### src/rtl/gpm_pkg.sv
package gpm_pkg;
  localparam int PORT_W   = 8;
  localparam int SYNC_N   = 2;
  localparam int PIN_SS   = 7;
  localparam int PIN_SCK  = 6;
  localparam int PIN_MOSI = 5;
  localparam int PIN_MISO = 4;
  localparam int PIN_TXD  = 1;
  localparam int PIN_RXD  = 0;

  typedef enum logic {
    SEL_LATCH = 1'b0,
    SEL_DIR   = 1'b1
  } reg_sel_e;

  typedef struct packed {
    logic spi_on;
    logic spi_mst;
    logic tx_on;
    logic rx_on;
  } own_cfg_t;

  typedef struct packed {
    logic ss;
    logic sck;
    logic mosi;
    logic miso;
    logic txd;
  } per_drive_t;
endpackage

### src/rtl/gpm_sync.sv
module gpm_sync #(
  parameter int W      = 8,
  parameter int STAGES = 2
) (
  input  logic         clk,
  input  logic         rst,
  input  logic [W-1:0] d,
  output logic [W-1:0] q
);
  localparam int CHAIN_W = W * STAGES;

  logic [CHAIN_W-1:0] chain_q;

  always_ff @(posedge clk) begin
    if (rst) chain_q <= '0;
    else     chain_q <= {chain_q[CHAIN_W-W-1:0], d};
  end

  assign q = chain_q[CHAIN_W-1 -: W];

  generate
    if (STAGES == 2) begin : g_chk2
      logic [1:0] warm_q;
      always_ff @(posedge clk) begin
        if (rst)               warm_q <= '0;
        else if (warm_q != 2'd2) warm_q <= warm_q + 2'd1;
      end
      // output is the input from exactly two edges ago
      p_two_edge_r11: assert property (@(posedge clk) disable iff (rst)
        (warm_q == 2'd2) |-> (q == $past(d, 2)));
    end
  endgenerate
endmodule

### src/rtl/gpm_regs.sv
module gpm_regs
  import gpm_pkg::*;
#(
  parameter int W = 8
) (
  input  logic         clk,
  input  logic         rst,
  input  logic         wr,
  input  reg_sel_e     sel,
  input  logic [W-1:0] wdata,
  input  logic [W-1:0] pin_sync,
  output logic [W-1:0] latch_q,
  output logic [W-1:0] dir_q,
  output logic [W-1:0] rdata
);
  always_ff @(posedge clk) begin
    if (rst) begin
      latch_q <= '0;
      dir_q   <= '0;
    end else if (wr) begin
      case (sel)
        SEL_LATCH: latch_q <= wdata;
        SEL_DIR:   dir_q   <= wdata;
        default:   ;
      endcase
    end
  end

  logic [W-1:0] port_view;
  generate
    for (genvar i = 0; i < W; i++) begin : g_view
      assign port_view[i] = dir_q[i] ? latch_q[i] : pin_sync[i];
    end
  endgenerate

  assign rdata = (sel == SEL_DIR) ? dir_q : port_view;

  // a latch write lands on the next edge
  p_latch_load_r2: assert property (@(posedge clk) disable iff (rst)
    (wr && sel == SEL_LATCH) |=> (latch_q == $past(wdata)));
  // direction only changes through its own write
  p_dir_hold_r2: assert property (@(posedge clk) disable iff (rst)
    !(wr && sel == SEL_DIR) |=> $stable(dir_q));
  // reset clears both registers
  p_reset_clear_r1: assert property (@(posedge clk)
    rst |=> (latch_q == '0 && dir_q == '0));
endmodule

### src/rtl/gpm_pinmux.sv
module gpm_pinmux
  import gpm_pkg::*;
#(
  parameter int W = 8
) (
  input  own_cfg_t     cfg,
  input  per_drive_t   drv,
  input  logic [W-1:0] latch_q,
  input  logic [W-1:0] dir_q,
  input  logic [W-1:0] pin_sync,
  output logic [W-1:0] oe,
  output logic [W-1:0] out,
  output logic         ss_in,
  output logic         sck_in,
  output logic         mosi_in,
  output logic         miso_in,
  output logic         rxd_in
);
  always_comb begin
    oe  = dir_q;
    out = latch_q;
    if (cfg.rx_on) begin
      oe[PIN_RXD]  = 1'b0;
      out[PIN_RXD] = 1'b0;
    end
    if (cfg.tx_on) begin
      oe[PIN_TXD]  = 1'b1;
      out[PIN_TXD] = drv.txd;
    end
    if (cfg.spi_on) begin
      if (cfg.spi_mst) begin
        oe[PIN_SS]    = 1'b1;  out[PIN_SS]   = drv.ss;
        oe[PIN_SCK]   = 1'b1;  out[PIN_SCK]  = drv.sck;
        oe[PIN_MOSI]  = 1'b1;  out[PIN_MOSI] = drv.mosi;
        oe[PIN_MISO]  = 1'b0;  out[PIN_MISO] = 1'b0;
      end else begin
        oe[PIN_SS]    = 1'b0;  out[PIN_SS]   = 1'b0;
        oe[PIN_SCK]   = 1'b0;  out[PIN_SCK]  = 1'b0;
        oe[PIN_MOSI]  = 1'b0;  out[PIN_MOSI] = 1'b0;
        oe[PIN_MISO]  = ~pin_sync[PIN_SS];
        out[PIN_MISO] = drv.miso;
      end
    end
  end

  assign ss_in   = cfg.spi_on ? pin_sync[PIN_SS]   : 1'b1;
  assign sck_in  = cfg.spi_on ? pin_sync[PIN_SCK]  : 1'b0;
  assign mosi_in = cfg.spi_on ? pin_sync[PIN_MOSI] : 1'b0;
  assign miso_in = cfg.spi_on ? pin_sync[PIN_MISO] : 1'b0;
  assign rxd_in  = cfg.rx_on  ? pin_sync[PIN_RXD]  : 1'b1;
endmodule

### src/rtl/gpio_port_mux.sv
module gpio_port_mux
  import gpm_pkg::*;
#(
  parameter int W     = PORT_W,
  parameter int SYNCS = SYNC_N
) (
  input  logic         clk,
  input  logic         rst,
  input  logic         reg_wr,
  input  logic         reg_addr,
  input  logic [W-1:0] reg_wdata,
  output logic [W-1:0] reg_rdata,
  input  logic         spi_en,
  input  logic         spi_master,
  input  logic         uart_tx_en,
  input  logic         uart_rx_en,
  input  logic         spi_ss_to_pad,
  input  logic         spi_sck_to_pad,
  input  logic         spi_mosi_to_pad,
  input  logic         spi_miso_to_pad,
  input  logic         uart_txd_to_pad,
  output logic         spi_ss_from_pad,
  output logic         spi_sck_from_pad,
  output logic         spi_mosi_from_pad,
  output logic         spi_miso_from_pad,
  output logic         uart_rxd_from_pad,
  input  logic [W-1:0] pad_in,
  output logic [W-1:0] pad_out,
  output logic [W-1:0] pad_oe
);
  logic [W-1:0] pin_sync;
  logic [W-1:0] latch_q;
  logic [W-1:0] dir_q;
  own_cfg_t     cfg;
  per_drive_t   drv;
  reg_sel_e     sel;

  assign cfg = '{spi_on: spi_en, spi_mst: spi_master, tx_on: uart_tx_en, rx_on: uart_rx_en};
  assign drv = '{ss: spi_ss_to_pad, sck: spi_sck_to_pad, mosi: spi_mosi_to_pad,
                 miso: spi_miso_to_pad, txd: uart_txd_to_pad};
  assign sel = reg_sel_e'(reg_addr);

  gpm_sync #(.W(W), .STAGES(SYNCS)) u_sync (
    .clk(clk), .rst(rst), .d(pad_in), .q(pin_sync)
  );

  gpm_regs #(.W(W)) u_regs (
    .clk(clk), .rst(rst), .wr(reg_wr), .sel(sel), .wdata(reg_wdata),
    .pin_sync(pin_sync), .latch_q(latch_q), .dir_q(dir_q), .rdata(reg_rdata)
  );

  gpm_pinmux #(.W(W)) u_mux (
    .cfg(cfg), .drv(drv), .latch_q(latch_q), .dir_q(dir_q), .pin_sync(pin_sync),
    .oe(pad_oe), .out(pad_out),
    .ss_in(spi_ss_from_pad), .sck_in(spi_sck_from_pad), .mosi_in(spi_mosi_from_pad),
    .miso_in(spi_miso_from_pad), .rxd_in(uart_rxd_from_pad)
  );

  // transmitter owns pin 1 as an output
  p_tx_owns_r6: assert property (@(posedge clk) disable iff (rst)
    uart_tx_en |-> (pad_oe[PIN_TXD] && pad_out[PIN_TXD] == uart_txd_to_pad));
  // receiver forces pin 0 to input
  p_rx_input_r7: assert property (@(posedge clk) disable iff (rst)
    uart_rx_en |-> !pad_oe[PIN_RXD]);
  // pins 2 and 3 follow the direction register
  p_plain_pins_r9: assert property (@(posedge clk) disable iff (rst)
    pad_oe[3:2] == dir_q[3:2]);
  // master pin directions
  p_master_dirs_r4: assert property (@(posedge clk) disable iff (rst)
    (spi_en && spi_master) |-> (pad_oe[PIN_SS:PIN_MISO] == 4'b1110));
  // slave MISO drives only while chip-select is low
  p_slave_miso_r5: assert property (@(posedge clk) disable iff (rst)
    (spi_en && !spi_master && pad_oe[PIN_MISO]) |-> !spi_ss_from_pad);
  // no pad enabled right after reset when nobody owns a pin
  p_reset_quiet_r1: assert property (@(posedge clk)
    (rst && !spi_en && !uart_tx_en) |=> (pad_oe == '0 || $past(reg_wr)));
endmodule

### config.mk
export PLATFORM = sky130hd
export DESIGN_NAME = gpio_port_mux
export DESIGN_NICKNAME = d
export VERILOG_FILES = /design/src/rtl/gpm_pkg.sv /design/src/rtl/gpm_sync.sv /design/src/rtl/gpm_regs.sv /design/src/rtl/gpm_pinmux.sv /design/src/rtl/gpio_port_mux.sv
export SDC_FILE = /design/constraint.sdc
export NUM_CORES = 1
export LEC_CHECK = 0
export ABC_AREA = 0
export BUFFER_PORTS_ARGS = -buffer_cell sky130_fd_sc_hd__buf_2
export CAP_MARGIN = 20
export CORE_MARGIN = 3
export CORE_UTILIZATION = 47
export DETAILED_ROUTE_END_ITERATION = 7
export HOLD_SLACK_MARGIN = 0.02
export MAX_ROUTING_LAYER = met4
export PLACE_DENSITY = 0.86
export RECOVER_POWER = 25
export SYNTH_ARGS = -nofsm -noshare
export SYNTH_HDL_FRONTEND = slang
export SYNTH_SLANG_ARGS = --single-unit
### constraint.sdc
create_clock -name clk -period 0.8 [get_ports clk]
set_input_delay 0.04 -clock clk [delete_from_list [all_inputs] [get_ports clk]]
set_output_delay 0.04 -clock clk [all_outputs]
set_load 0.03 [all_outputs]
Yosys cells after proc, flatten, opt, wreduce, memory -nomap -nowiden
Index checks and enable logic that the tools add are counted.
{"block": "word_totals", "input_bits": 29, "out_inout_bits": 29, "regBits": 32, "memories": 0, "rom_bits": 0, "elab_cells": 29, "ramBits": 0, "latch_bits": 0}
{"block": "classes", "bitwise_logic": 2, "div": 0, "addsub": 0, "n_eq_ne": 0, "multipliers": 0, "order_cmp": 0, "reduce_logical": 2, "shifts": 0, "mux": 22}
{"op": "1-bit two-way mux", "count": 17}
{"op": "4-bit two-way mux", "count": 4}
{"op": "8-bit two-way mux", "count": 1}
{"op": "2-bit AND reduction", "count": 2}
{"op": "1-bit NOT", "count": 2}

Longest topological paths before layout
{"block": "depth", "word_depth": 3, "ltp_mapped": 4}

Hierarchy
From an unflattened synthesis, not the netlist that was laid out.
{"block": "hier_totals", "cells_unflattened": 166, "hier_area_um2": 1581.5}
{"module": "gpm_regs", "seq_area_each_um2": 320.3, "n_inst": 1, "cells_each": 89, "area_per_inst_um2": 818.3}
{"module": "gpm_sync", "seq_area_each_um2": 320.3, "n_inst": 1, "cells_each": 41, "area_per_inst_um2": 524.3}
{"module": "gpm_pinmux", "seq_area_each_um2": 0.0, "n_inst": 1, "cells_each": 36, "area_per_inst_um2": 239.0}

Worst setup path before layout
Ideal clock, no wire load.
{"block": "synth_timing", "kind": "register -> output", "start": "reg u_regs.dir_q[6]", "end": "out pad_oe[6]", "t_arrival_ns": 1.066, "path_buffers": 0, "path_stages_with_launch": 3, "path_slack_ns": -0.306, "required_time_ns": 0.760, "cell_sequence": "dfxtp_1 > inv_1 > o21ai_0"}
{"block": "synth_via", "elab_chain_cells": 1}
{"element": "start: declaration", "line_no": "gpm_regs.sv:13", "source": "output logic [W-1:0] dir_q,"}
{"element": "start signal: assignment", "line_no": "gpm_regs.sv:23", "source": "SEL_DIR: dir_q <= wdata;"}
{"element": "4-bit two-way mux", "line_no": "gpm_pinmux.sv:30", "source": "if (cfg.spi_on) begin"}
{"element": "end: declaration", "line_no": "gpio_port_mux.sv:29", "source": "output logic [W-1:0] pad_oe"}
No other way between the ends.

Worst setup path after layout
{"block": "layout_timing", "start": "reg u_sync.chain_q[15]", "end": "out pad_oe[4]"}
{"block": "layout_via", "elab_chain_cells": 3}
{"element": "start: declaration", "line_no": "gpm_sync.sv:12", "source": "logic [CHAIN_W-1:0] chain_q;"}
{"element": "start signal: assignment", "line_no": "gpm_sync.sv:16", "source": "else chain_q <= {chain_q[CHAIN_W-W-1:0], d};"}
{"element": "1-bit NOT", "line_no": "gpm_pinmux.sv:40", "source": "oe[PIN_MISO] = ~pin_sync[PIN_SS];"}
{"element": "4-bit two-way mux", "line_no": "gpm_pinmux.sv:31", "source": "if (cfg.spi_mst) begin"}
{"element": "4-bit two-way mux", "line_no": "gpm_pinmux.sv:30"}
No other way between the ends.

==> metrics.cfg <==
[routing]
drcViolationCount=0
vias=1436
top_layer=met4
totalWireLength_um=4753
wl_per_cell_um=17.60
first_iter_violations=70
drt-met1-wl_um=1910
wl_met2_um=2473
ant_nets=0
routed-wl-met3_um=258
vias_per_cell=5.319
first_pass_iters=4

[global_routing]
grt_start_max_net_pins=28
grt_use_total_pct=23.14
antenna_found_initial=0
overflow=0
first_global_vias=1315
grt_pass1_wl_um=5975

[worst_setup_path]
crit_path_end_kind=output port
critical_path.max_fanout=3
critical_path_required_ns=0.76
crit_type=flop to output port
cp-start-kind=flop
crit_arrival_ns=1.14

[placement]
post-place-cells=247
placed_cell_area_sq_mm=0.001847
io_buffers=57
dp_slack_ns=-0.07729
hpwlAfterDp_um=2207
place.gp.congestion=0.7300

[clock_tree]
root_buffer=clkbuf_4
cts_buffers=5
cts_tree=done
cts_max_path_buffers=2
clk_latency_ns=0.34
cts_sinks=32
htree_num_levels=2
clk_pin_slew_ns=0.09

[yosys]
synth_nets=189
ys_types=18
ys_ff_latch=32
yosys_warnings=0
synth_cells=160
avgSynthCellArea_sq_um=9.079
synth_area_sq_mm=0.001453
ys_seq_area_share_pct=44.10

[power_and_ir_drop]
vdd_drop_max_v=0.001054
total_power_mw=3.712
powerDensity_mw_per_mm2=1525
p_leak_nw=1.076

[sta]
max_freq_mhz=849.5
finalHoldViolCount=0
tightest_slew_ns=0.4977
finalCriticalPeriod_ns=1.177
finalMaxSlewViolations=0
worst_hold_slack_ns=0.09807
clock-skew-final_ns=0.01082
setup_violations=30
worst_slack_ns=-0.3772
slew_headroom_pct=66.82
rsz0062_at_grt=true
fin_crit_sh_pct=147.1

[worst_hold_path]
min_path_type=primary input to flop

[cells_and_area]
area_growth_pct=67.61
finalNonFillerCells=270
fill_cells=139
final_nets=268
drive_gt1_share_pct=59.41
diodes=0
final_area_sq_mm=0.002435

[flow_run]
drv_cap=0

[floorplanning]
fp.dieW_um=61.60
die_area_sq_mm=0.003794
boundaryPins=58
row_count=19
fp.coreArea_sq_mm=0.002853
fp.dieH_um=61.60
start_util_pct=50.92

[outcome]
violations=setup timing
status=complete, but fails checks

==> what timing repair did <==
action	in CTS	in global routing
pin swaps	20	2
setup buffers	1	1
cloned	0	0
endpoints found under the hold margin	24	0
endpoints found under the setup margin	29	31
hold buffers	16	0
resized for setup	109	25
==> metal layers <==
metal | vias up | GRT usage [%]
li1 | 674 | -
met2 | 77 | 37.97
met3 | 16 | 9.224
met5 | - | -
met4 | 0 | 10.61
met1 | 669 | 24.23
==> cell type report <==
cell class	count	area [sq um]	share of cell area, %
inverters	7	26.28	1.079
flip-flops and latches	32	689.4	28.31
repair buffers	86	747.0	30.68
clock buffers	7	65.06	2.672
well taps	31	38.79	1.593
multi-input cells	107	868.3	35.66
==> worst paths after layout <==
check / cells past startpoint / slack, ns / from / to
min: 3 / 0.1 / reg_wr / u_regs.dir_q[5]
max: 3 / -0.38 / u_sync.chain_q[15] / pad_oe[4]
max reg2reg: 4 / -0.01 / u_regs.latch_q[2] / u_regs.latch_q[2]
min reg2reg: 1 / 0.44 / u_sync.chain_q[0] / u_sync.chain_q[8]
==> cell usage in the layout, fill, tap and decap left out, types with 2 or more instances in the layout <==
| cell | Yosys | routed |
|---|---|---|
| and2_4 | 0 | 3 |
| buf_2 | 5 | 28 |
| buf_4 | 5 | 7 |
| buf_6 | 0 | 35 |
| clkbuf_4 | 0 | 5 |
| clkbuf_8 | 0 | 2 |
| dfxtp_1 | 32 | 9 |
| dfxtp_2 | 0 | 15 |
| dfxtp_4 | 0 | 8 |
| dlygate4sd3_1 | 0 | 16 |
| inv_2 | 0 | 6 |
| mux2i_1 | 16 | 15 |
| nand2b_1 | 35 | 31 |
| nand2b_4 | 0 | 4 |
| nand3_1 | 3 | 3 |
| nor2b_1 | 19 | 17 |
| nor2b_4 | 0 | 2 |
| o21ai_2 | 0 | 20 |
| o21ai_4 | 0 | 2 |
==> critical path, cell delays in order (launching register included) <==
cell,delay (ns)
dfxtp_2,0.35
nor2_1,0.05
mux2_4,0.27
buf_6,0.14
==> metrics by stage <==
stage	util [%]	setup TNS [ns]
after floorplan	-	-0.2719
after global placement	64.74	-0.2885
after detailed placement	64.74	-0.6423
after CTS	82.19	-6.860
after global routing	85.35	-8.913
final	85.35	-7.376
==> flip-flops by register name (all words and copies together), names as in the netlist <==
| signal | flops |
|---|---|
| u_regs.dir_q | 8 |
| u_regs.latch_q | 8 |
| u_sync.chain_q | 16 |
==> cells by family (layout without fill, tap and decap cells) <==
group                  Yosys count  in the layout  synth area share (%)
AND/OR/NAND/NOR                 66             66                 28.25
AO/OA/AOI/OAI                   23             23                 7.924
flip-flops                      32             32                 44.10
buffers and inverters           21            100                 7.149
multiplexers                    18             18                 12.58
==> where the power goes <==
part	internal (mW)	leakage, nW	total, mW	switching [mW]
clock network	0.498	0.0374	1.05	0.549
registers	1.67	0.275	1.74	0.0701
logic	0.463	0.763	0.929	0.466
==> cell usage after synthesis <==
cell type	n	share of area, %
and2_1	4	1.7
mux2i_1	16	11
buf_2	5	1.7
or2_2	1	0.43
o21ai_0	22	7.6
inv_1	7	1.8
nand3b_1	1	0.52
buf_4	5	2.6
nor2b_1	19	8.2
nand2_4	1	0.78
mux2_2	2	1.6
clkbuf_1	4	1.0
dfxtp_1	32	44
o21ai_1	1	0.34
nor2_1	1	0.26
nand3_1	3	1.0
nand2b_1	35	15
nand2_1	1	0.26
No activity file was read; power rests on OpenSTA's default activity.
